$ cat config.mk
export PLATFORM = sky130hd
export DESIGN_NAME = lfsr_seedable
export DESIGN_NICKNAME = d
export VERILOG_FILES = /design/src/rtl/lfsr_pkg.sv /design/src/rtl/lfsr_ctrl.sv /design/src/rtl/lfsr_dp.sv /design/src/rtl/lfsr_seedable.sv
export SDC_FILE = /design/constraint.sdc
export NUM_CORES = 1
export LEC_CHECK = 0
export BUFFER_PORTS_ARGS = -buffer_cell sky130_fd_sc_hd__buf_2
export CORE_AREA = 5 5 42 44
export DETAILED_ROUTE_END_ITERATION = 6
export DIE_AREA = 0 0 47 49
export GPL_TIMING_DRIVEN = 0
export PLACE_DENSITY = 0.41
export SYNTH_ARGS = -nofsm -noshare
export SYNTH_HDL_FRONTEND = slang
export SYNTH_HIERARCHICAL = 1
export SYNTH_SLANG_ARGS = --single-unit
$ cat constraint.sdc
create_clock -name clk -period 2.65 [get_ports clk]
set_clock_uncertainty 0.15 [all_clocks]
set_input_delay 0.265 -clock clk [delete_from_list [all_inputs] [get_ports clk]]
set_output_delay 0.265 -clock clk [all_outputs]
set_load 0.005 [all_outputs]
$ cat src/rtl/lfsr_pkg.sv
package lfsr_pkg;
  // Strobes passed from control to datapath each cycle
  typedef struct packed {
    logic clear;     // force the hard-wired seed
    logic shift;     // advance the register this edge
    logic takeSeed;  // serial input comes from seedIn
  } lfsrStrobe_t;
endpackage

$ cat src/rtl/lfsr_ctrl.sv
module lfsr_ctrl
  import lfsr_pkg::*;
(
  input  logic        rst,
  input  logic        stepEn,
  input  logic        loadMode,
  output lfsrStrobe_t strobe
);
  // Priority: reset, then load, then feedback step
  always_comb begin
    strobe.clear    = rst;
    strobe.shift    = stepEn & ~rst;
    strobe.takeSeed = loadMode;
  end
endmodule

$ cat src/rtl/lfsr_dp.sv
module lfsr_dp
  import lfsr_pkg::*;
#(
  parameter int              WIDTH    = 4,
  parameter int              TAP_A    = 3,
  parameter int              TAP_B    = 2,
  parameter bit              USE_XNOR = 1'b0,
  parameter logic [WIDTH-1:0] RST_SEED = {{(WIDTH-1){1'b0}}, 1'b1}
) (
  input  logic             clk,
  input  logic             rst,
  input  lfsrStrobe_t      strobe,
  input  logic             seedIn,
  output logic [WIDTH-1:0] state
);
  localparam logic [WIDTH-1:0] LOCKUP = USE_XNOR ? {WIDTH{1'b1}} : {WIDTH{1'b0}};

  logic             fbBit;
  logic             serialIn;
  logic [WIDTH-1:0] nextVec;

  generate
    if (USE_XNOR) begin : g_xnor
      assign fbBit = ~(state[TAP_A] ^ state[TAP_B]);
    end else begin : g_xor
      assign fbBit = state[TAP_A] ^ state[TAP_B];
    end
  endgenerate

  // Input selector: seed leg or feedback leg
  assign serialIn = strobe.takeSeed ? seedIn : fbBit;
  assign nextVec  = {state[WIDTH-2:0], serialIn};

  // One flop per bit, each clearing or setting to its own seed bit
  genvar i;
  generate
    for (i = 0; i < WIDTH; i++) begin : g_bit
      always_ff @(posedge clk) begin
        if (strobe.clear)      state[i] <= RST_SEED[i];
        else if (strobe.shift) state[i] <= nextVec[i];
      end
    end
  endgenerate

  // reset loads the seed regardless of the other inputs
  p_reset_seed_r1: assert property (@(posedge clk) rst |=> (state == RST_SEED))
    else $error("reset seed not loaded");

  // no enable, no change
  p_hold_r2: assert property (@(posedge clk) disable iff (rst)
    !strobe.shift |=> $stable(state))
    else $error("state moved without enable");

  // load mode behaves as a plain shift register
  p_load_shift_r3: assert property (@(posedge clk) disable iff (rst)
    (strobe.shift && strobe.takeSeed) |=>
      (state == {$past(state[WIDTH-2:0]), $past(seedIn)}))
    else $error("load shift wrong");

  // run step shifts upward and inserts the tap combination
  p_run_step_r4: assert property (@(posedge clk) disable iff (rst)
    (strobe.shift && !strobe.takeSeed) |=>
      ((state[WIDTH-1:1] == $past(state[WIDTH-2:0])) &&
       (state[0] == ($past(state[TAP_A] ^ state[TAP_B]) ^ USE_XNOR))))
    else $error("run step wrong");

  // the lock-up state is never left in run mode
  p_lockup_stays_r6: assert property (@(posedge clk) disable iff (rst)
    (strobe.shift && !strobe.takeSeed && state == LOCKUP) |=> (state == LOCKUP))
    else $error("left lock-up state");
endmodule

$ cat src/rtl/lfsr_seedable.sv
module lfsr_seedable
  import lfsr_pkg::*;
#(
  parameter int              WIDTH    = 4,
  parameter int              TAP_A    = 3,
  parameter int              TAP_B    = 2,
  parameter bit              USE_XNOR = 1'b0,
  parameter logic [WIDTH-1:0] RST_SEED = {{(WIDTH-1){1'b0}}, 1'b1}
) (
  input  logic             clk,
  input  logic             rst,
  input  logic             stepEn,
  input  logic             loadMode,
  input  logic             seedIn,
  output logic [WIDTH-1:0] lfsrState
);
  lfsrStrobe_t strobe;

  lfsr_ctrl u_ctrl (
    .rst      (rst),
    .stepEn   (stepEn),
    .loadMode (loadMode),
    .strobe   (strobe)
  );

  lfsr_dp #(
    .WIDTH    (WIDTH),
    .TAP_A    (TAP_A),
    .TAP_B    (TAP_B),
    .USE_XNOR (USE_XNOR),
    .RST_SEED (RST_SEED)
  ) u_dp (
    .clk    (clk),
    .rst    (rst),
    .strobe (strobe),
    .seedIn (seedIn),
    .state  (lfsrState)
  );
endmodule

==> results of run 1 <==
-- power groups by stage --
stage | Sequential, uW | Clock, uW | Combinational (uW)
global route | 65.6 | 80.1 | 18.9
floorplan | 66.4 | 0 | 10.2
global placement | 66.2 | 0 | 17.1
finish | 65.4 | 73.3 | 17.0
detailed placement | 66.3 | 0 | 17.3
CTS | 65.4 | 78.2 | 17.4
-- through the flow --
step           hold WS [ns]  power [uW]  area, sq um  setup WS [ns]
5_1_grt               0.177         165          260           1.46
3_5_place_dp          0.342        83.6          238           1.57
2_1_floorplan         0.291        76.6          183           1.72
6_report              0.151         156          260           1.49
4_1_cts               0.149         161          260           1.48
3_3_place_gp          0.352        83.3          238           1.57
-- worst paths after layout --
kind,depth (start not counted),to,slack (ns),from
min reg2reg,2,u_dp/state[0]$_SDFFE_PP1P_,0.34,u_dp/state[0]$_SDFFE_PP1P_
min,3,u_dp/state[0]$_SDFFE_PP1P_,0.15,seedIn
max reg2reg,3,u_dp/state[0]$_SDFFE_PP1P_,1.71,u_dp/state[2]$_SDFFE_PP0P_
max,1,lfsrState[2],1.49,u_dp/state[2]$_SDFFE_PP0P_
-- cell families (layout without fill, tap and decap cells) --
group / Yosys count / after routing / share of synthesized area
buf+inv: 3 / 13 / 0.103
simple gates: 4 / 4 / 0.137
mux: 4 / 4 / 0.219
compound gates: 2 / 2 / 0.0547
flops: 4 / 4 / 0.438
xor+xnor: 1 / 1 / 0.0480
-- layout make-up --
cell class                 count  area [sq um]
tap                           16          20.0
clock buffer                   3          22.5
fill                         167          1140
multi-input combinational     11          83.8
inverter                       1          3.75
timing repair buffer           7          35.0
buffer                         2          15.0
sequential                     4          80.1
-- placed cells by master (no fill, tap or decap) --
cell	Yosys	layout
a21oi_1	1	1
buf_2	0	7
buf_4	2	2
clkbuf_4	0	3
dfxtp_1	4	4
inv_1	1	1
mux2i_1	4	4
nor2_1	3	3
nor2b_4	1	1
o21ai_1	1	1
xor2_1	1	1
-- metal layers --
layer	vias up	GRT usage	share of wire
met3	0	0.0406	0.16
met2	8	0.0317	0.32
met5	-	0	0
met1	68	0.0529	0.51
li1	80	-	-
met4	0	0.0415	0
==> flow_summary.json, run 1 <==
{
  "ys_seq_area_frac": 0.438,
  "coreArea_sq_um": 1400,
  "area_delta_synth_final_pct": 42.5,
  "seqPwrFrac": 0.420,
  "h-tree-depth": 1,
  "finalCriticalPeriod_ns": 1.16,
  "ctsResizeCount": 0,
  "critPathMaxStageDelay_ns": 0.38,
  "utilization": 0.186,
  "grt_usage": 0.0409,
  "die_h_um": 49,
  "syn-num-nets": 23,
  "yosysTopAreaCell": "dfxtp_1",
  "place.gp.congestion": 0.570,
  "crit_arrival_ns": 0.75,
  "p_int_uw": 124,
  "max_cap_violations": 0,
  "irDropWorstVdd_mv": 0.118,
  "ys_top_cells_by_count": "dfxtp_1, mux2i_1, nor2_1, buf_4",
  "synth-edff-count": 0,
  "synthTopCellsByArea": "dfxtp_1, mux2i_1, buf_4, nor2b_4, nor2_1",
  "dp.cells": 41,
  "portBuffers": 7,
  "drive_gt1_frac": 0.464,
  "finalMaxSlewViolations": 0,
  "report.final.setup_viol": 0,
  "yosysTopAreaCellShare": 0.438,
  "routedWlPerCell_um": 8.75,
  "cts_sinks": 4,
  "crit_fanout": 4,
  "power.share.clock": 0.470,
  "synth_cell_types": 9,
  "syn_inst": 18,
  "outcome": "completed",
  "insertion_delay_ns": 0.23,
  "ys.flop_type": "dfxtp_1",
  "dieArea_sq_um": 2300,
  "crit_type": "reg -> out",
  "crit_required_ns": 2.24,
  "min_period_over_period": 0.438,
  "cts_hold_buf": 0,
  "start_util": 0.130,
  "slowest_stage": "dfxtp_1",
  "rsz0062_at_grt": "false",
  "worst-path-buf-inv": 1,
  "grt_pass1_vias": 156,
  "setup.worst_path.start_class": "register",
  "tightest_slew_ns": 0.130,
  "top_regs": "u_dp/state: 4 flops",
  "synth_area_sq_um": 183,
  "instances_no_fill": 44,
  "num_rows": 14,
  "slew_headroom": 0.911,
  "min_path_type": "in -> reg",
  "power_density_nw_per_um2": 598,
  "root_buffer": "clkbuf_4",
  "via_per_inst": 3.55,
  "async_reset_ff_frac": 0,
  "cts_setup_buffers": 0,
  "vias": 156,
  "end_kind": "primary output",
  "io-pin-count": 9,
  "p_sw_uw": 32.0,
  "clk_pin_slew_worst_paths_ns": 0.04,
  "p_leak_uw": 0.000130,
  "cts_tree": "yes",
  "yosys_warnings": 6,
  "grt_max_degree": 5,
  "post-route-drc-count": 0,
  "top_register": "u_dp/state",
  "drtPass1Iterations": 3,
  "p_sw_frac": 0.205,
  "largest_reg_flops": 4,
  "wl_um": 385,
  "combPwrFrac": 0.109,
  "hold_viol": 0,
  "grt_pass1_wl_um": 607,
  "grt_overflow_total": 0,
  "cp_top_family": "flip-flops",
  "place_hpwl_um": 306,
  "ant_nets": 0,
  "fmax_ghz": 0.862,
  "antenna_found_initial": 0,
  "synth_seq_cells": 4,
  "die_w_um": 47,
  "final.setup.tns_ns": 0,
  "cp_cell_sequence": "buf_2",
  "antenna_cells": 0,
  "drt_iter0_markers": 1,
  "cts_buffers": 3,
  "syn_avg_cell_area_sq_um": 10.1,
  "clockBufferDepth": 2,
  "fin_nets": 35
}
Power figures use the tool's default switching activity.
==> run 2, diff against run 1 <==
Settings changed: PLACE_DENSITY 0.41 to 0.42.
Clock period 2.65 ns to 0.95 ns, I/O delays scaled along.
==> run 2 against run 1 <==
  * Hold slack got worse by 0.16 ns
  * Count of clock-buffer cells in the layout did not move
  * Register-to-register slack got worse by 1.7 ns
  * Combinational power rose to 3.0 times the previous value
  * Largest cell class is now flip-flops and latches
  * Highest routed layer is now met4
  * Sequential share of layout area rose by 0.57 points
  * The run now ends with negative hold slack left
  * Via count fell by 3.2%
  * Clock power rose to 3.0 times the previous value
  * Non-clock buffer count did not move
  * First-iteration DRC count rose by 100%
  * Global-route usage rose by 0.92 points
==> flow_summary.json, run 2 (same netlist as run 1, synthesis figures left out) <==
{
  "outcome": "complete, but fails checks",
  "violations": "negative hold slack",
  "reg2reg_slack_ns": 0.007,
  "irDropWorstVdd_mv": 0.752,
  "worst_slack_ns": 0.00733,
  "die_h_um": 49,
  "io-pin-count": 9,
  "cts_tree": "yes",
  "slew_headroom": 0.913,
  "rr_worst_depth": 3,
  "portBuffers": 7,
  "top_register": "u_dp/state",
  "finalCriticalPeriod_ns": 0.943,
  "slowest_stage": "dfxtp_2",
  "rsz0062_at_grt": "true",
  "hold-path-endpoint": "u_dp/state[0]$_SDFFE_PP1P_",
  "place_hpwl_um": 295,
  "post-route-drc-count": 0,
  "cp_cell_sequence": "buf_2",
  "multiInputGateArea_sq_um": 83.8,
  "antenna_cells": 0,
  "h-tree-depth": 1,
  "hold_path_depth": 3,
  "grt_usage": 0.0501,
  "vias": 151,
  "n_fill_cell": 160,
  "min_path_type": "in -> reg",
  "routedWlPerCell_um": 9.14,
  "dp_slack_ns": 0.00936,
  "crit_fanout": 4,
  "cp_top_family": "flip-flops",
  "fin_nets": 35,
  "seq_area_sq_um": 85.1,
  "grt_overflow_total": 0,
  "mostFrequentLayoutCells": "buf_2, mux2i_1, dfxtp_2",
  "power_density_nw_per_um2": 1670,
  "rr_endpoint": "u_dp/state[0]$_SDFFE_PP1P_",
  "crit_arrival_ns": 0.70,
  "r2r_start": "u_dp/state[3]$_SDFFE_PP0P_",
  "grt_max_degree": 5,
  "die_w_um": 47,
  "critPathMaxStageDelay_ns": 0.34,
  "tightest_slew_ns": 0.128,
  "top_regs": "u_dp/state: 4 flops",
  "coreArea_sq_um": 1400,
  "insertion_delay_ns": 0.24,
  "num_rows": 14,
  "clockBufferDepth": 2,
  "worst-path-buf-inv": 1,
  "cts_buffers": 3,
  "end_kind": "primary output",
  "final.setup.tns_ns": 0,
  "report.final.setup_viol": 0,
  "area_delta_synth_final_pct": 48.6,
  "antenna_found_initial": 0,
  "drive_gt1_frac": 0.607,
  "wl_um": 402,
  "grt_pass1_wl_um": 731,
  "largest_reg_flops": 4,
  "p_leak_uw": 0.000134,
  "setup.worst_path.start_class": "register",
  "finalMaxSlewViolations": 0,
  "holdWs_ns": -0.00458,
  "grt_pass1_vias": 183,
  "crit_type": "reg -> out",
  "cts_sinks": 4,
  "drtPass1Iterations": 3,
  "drt_iter0_markers": 2,
  "min-delay-start": "seedIn",
  "hold_viol": 1,
  "final_common_cell": "buf_2",
  "fmax_ghz": 1.06,
  "place.gp.congestion": 0.621,
  "max_cap_violations": 0,
  "ant_nets": 0,
  "via_per_inst": 3.43,
  "start_util": 0.130,
  "crit_required_ns": 0.70,
  "dieArea_sq_um": 2300,
  "root_buffer": "clkbuf_4",
  "clk_pin_slew_worst_paths_ns": 0.04,
  "min_period_over_period": 0.992
}
-- run 2: what timing repair did --
action | 4_1_cts | 5_1_grt
resized for setup | 3 | 2
hold endpoints to repair | 1 | 0
setup buffers | 0 | 0
endpoints found under the setup margin | 4 | 5
-- run 2: per-stage QoR --
step | util | total power (uW) | std cells | hold slack [ns] | cell area, sq um
after floorplan | - | 214 | 18 | 0.121 | 183
after global placement | 0.170 | 233 | 41 | 0.239 | 238
after detailed placement | 0.170 | 233 | 41 | 0.228 | 238
after CTS | 0.188 | 457 | 44 | -0.00661 | 264
after global routing | 0.194 | 496 | 44 | 0.0105 | 272
final | 0.194 | 453 | 44 | -0.00458 | 272
-- run 2: worst max path at each step --
stage | start | cells past startpoint | slack, ns | end
floorplan | u_dp/state[3]$_SDFFE_PP0P_ | 3 | 0.04 | u_dp/state[0]$_SDFFE_PP1P_
global placement | u_dp/state[3]$_SDFFE_PP0P_ | 3 | -0.01 | u_dp/state[0]$_SDFFE_PP1P_
detailed placement | u_dp/state[2]$_SDFFE_PP0P_ | 3 | 0.009 | u_dp/state[0]$_SDFFE_PP1P_
CTS | u_dp/state[2]$_SDFFE_PP0P_ | 1 | -0.002 | lfsrState[2]
global route | u_dp/state[3]$_SDFFE_PP0P_ | 3 | -0.05 | u_dp/state[0]$_SDFFE_PP1P_
finish | u_dp/state[2]$_SDFFE_PP0P_ | 1 | 0.007 | lfsrState[2]
-- run 2: worst register-to-register path, stage by stage (launching register included) --
cell	delay [ns]
dfxtp_2	0.32
xor2_1	0.15
mux2i_1	0.13
o21ai_1	0.07
-- run 2: final cells by class --
| class | instances | share of cell area |
|---|---|---|
| clock buffers | 3 | 0.0829 |
| inverters | 1 | 0.0138 |
| repair buffers | 7 | 0.152 |
| multi-input cells | 11 | 0.309 |
| plain buffers | 2 | 0.0553 |
| well taps | 16 | 0.0737 |
| flip-flops and latches | 4 | 0.313 |
-- run 2: routing by layer --
layer  track usage  vias to the layer above  wire length (um)
met5             0                        -                 0
met4        0.0138                        0                 3
met3        0.0812                        2               108
met2        0.0407                       12               100
met1        0.0618                       60               191
li1              -                       77                 -
-- run 2: where the power goes --
| group | switching, uW | internal [uW] | leakage [uW] | total [uW] |
|---|---|---|---|---|
| logic | 20.8 | 30.9 | 0.0000862 | 51.7 |
| clock network | 75.2 | 142 | 0.0000138 | 217 |
| registers | 6.18 | 178 | 0.0000338 | 184 |
| total | 102 | 351 | 0.000134 | 453 |
==> run 3, diff against run 2 <==
Settings changed: ABC_AREA from default to 1.
==> run 3 against run 2 <==
  * The run now ends clean
  * First-iteration DRC count did not move
  * Register-to-register slack improved by 0.06 ns
  * Die area did not move
  * Largest power group unchanged
==> flow_summary.json, run 3 <==
{
  "cts_sinks": 4,
  "antenna_cells": 0,
  "h-tree-depth": 1,
  "max_cap_violations": 0,
  "via_per_inst": 3.54,
  "synth_area_sq_um": 189,
  "power_uw": 462,
  "dp.cells": 51,
  "cts_hold_buf": 0,
  "coreArea_sq_um": 1400,
  "synthMostInstantiatedCell": "nand2_1",
  "area_delta_synth_final_pct": 50.3,
  "cp_cell_sequence": "buf_2",
  "syn_avg_cell_area_sq_um": 6.75,
  "dpl_cell_area_sq_um": 244,
  "start_util": 0.135,
  "synth_seq_cells": 4,
  "yosysTopAreaCell": "dfxtp_1",
  "ctsResizeCount": 2,
  "place.gp.congestion": 0.645,
  "cts_tree": "yes",
  "fin_nets": 45,
  "io-pin-count": 9,
  "crit_arrival_ns": 0.69,
  "setup.worst_path.start_class": "register",
  "vias": 191,
  "synthTopCellsByArea": "dfxtp_1, nand2_1, a21oi_1, buf_4, inv_1",
  "yosys_warnings": 6,
  "async_reset_ff_frac": 0,
  "rsz0062_at_grt": "true",
  "synth-edff-count": 0,
  "finalMaxSlewViolations": 0,
  "cts_setup_buffers": 0,
  "ys_seq_area_frac": 0.424,
  "ys.flop_type": "dfxtp_1",
  "die_w_um": 47,
  "critPathMaxStageDelay_ns": 0.34,
  "num_rows": 14,
  "synth_cell_types": 10,
  "insertion_delay_ns": 0.24,
  "syn_inst": 28,
  "largest_reg_flops": 4,
  "clk_pin_slew_worst_paths_ns": 0.04,
  "drive_gt1_frac": 0.474,
  "top_regs": "u_dp/state: 4 flops",
  "crit_required_ns": 0.70,
  "cts_buffers": 3,
  "instances_no_fill": 54,
  "final.setup.tns_ns": 0,
  "irDropWorstVdd_mv": 0.646,
  "die_h_um": 49,
  "end_kind": "primary output",
  "hold_viol": 0,
  "post-route-drc-count": 0,
  "outcome": "completed",
  "fin_area_sq_um": 284,
  "finalCriticalPeriod_ns": 0.940,
  "dieArea_sq_um": 2300,
  "slowest_stage": "dfxtp_2",
  "cp_top_family": "flip-flops",
  "grt_max_degree": 6,
  "clockBufferDepth": 2,
  "slew_headroom": 0.835,
  "drtPass1Iterations": 3,
  "wl_um": 463,
  "worst-path-buf-inv": 1,
  "final_common_cell": "nand2_1",
  "top_register": "u_dp/state",
  "grt_pass1_wl_um": 724,
  "drt_iter0_markers": 2,
  "utilization": 0.203,
  "yosysTopAreaCellShare": 0.424,
  "place_hpwl_um": 316,
  "mostFrequentLayoutCells": "nand2_1, buf_2, inv_1, dfxtp_2",
  "syn-num-nets": 33,
  "routedWlPerCell_um": 8.57,
  "n_fill_cell": 175,
  "ant_nets": 0,
  "tightest_slew_ns": 0.247,
  "grt_overflow_total": 0,
  "power_density_nw_per_um2": 1630,
  "portBuffers": 7,
  "crit_type": "reg -> out",
  "fmax_ghz": 1.06,
  "ys_top_cells_by_count": "nand2_1, dfxtp_1, inv_1, a21oi_1, nor2_1",
  "grt_pass1_vias": 178,
  "root_buffer": "clkbuf_4",
  "crit_fanout": 4,
  "min_period_over_period": 0.989,
  "p_leak_uw": 0.000131,
  "grt_usage": 0.0473,
  "report.final.setup_viol": 0,
  "antenna_found_initial": 0,
  "min_path_type": "in -> reg"
}
-- run 3: changes by cell type after synthesis, sizes merged --
cell	before	now
nand3	0	1
nor2b	1	0
o21ai	1	0
mux2i	4	0
nand2	0	8
a21oi	1	3
nor2	3	4
a211oi	0	1
inv	1	5
xor2	1	0
-- run 3: report_power, final --
group / switching [uW] / leakage (uW) / internal (uW)
clock network: 72.9 / 0.0000138 / 142
logic: 27.0 / 0.0000832 / 32.5
registers: 8.31 / 0.0000338 / 180
total: 108 / 0.000131 / 354
-- run 3: per-stage QoR --
step / hold WS [ns] / setup slack [ns]
CTS: 0.00486 / -0.00204
finish: 0.00486 / 0.0103
floorplan: 0.122 / 0.0840
global placement: 0.252 / -0.0144
global route: 0.0197 / -0.0189
detailed placement: 0.255 / -0.0145
-- run 3: worst paths after layout --
check	from	endpoint	slack (ns)	cells after the start
setup / recovery	u_dp/state[2]$_SDFFE_PP0P_	lfsrState[2]	0.01	1
hold / removal	rst	u_dp/state[2]$_SDFFE_PP0P_	0.005	3
setup reg to reg	u_dp/state[2]$_SDFFE_PP0P_	u_dp/state[0]$_SDFFE_PP1P_	0.07	5
hold reg to reg	u_dp/state[1]$_SDFFE_PP0P_	u_dp/state[2]$_SDFFE_PP0P_	0.31	2
-- run 3: layer usage --
layer	vias up	global-route usage	wire (um)
met3	0	0.0480	71
met4	0	0.0276	0
met2	9	0.0520	184
met1	78	0.0553	207
met5	-	0	0
li1	104	-	-
-- run 3: layout make-up --
type	instances	area, sq um	area share
Tap cell	16	20.0	0.0705
Clock buffer	3	22.5	0.0793
Sequential cell	4	85.1	0.300
Timing Repair Buffer	7	47.5	0.167
Inverter	5	18.8	0.0661
Multi-Input combinational cell	17	75.1	0.264
Buffer	2	15.0	0.0529
-- run 3: logic make-up (layout without fill, tap and decap cells) --
logic type / Yosys count / in the layout / share of synthesized area
AOI/OAI and AO/OA: 4 / 4 / 0.119
buffers and inverters: 7 / 17 / 0.179
DFF: 4 / 4 / 0.424
and+or+nand+nor: 13 / 13 / 0.278
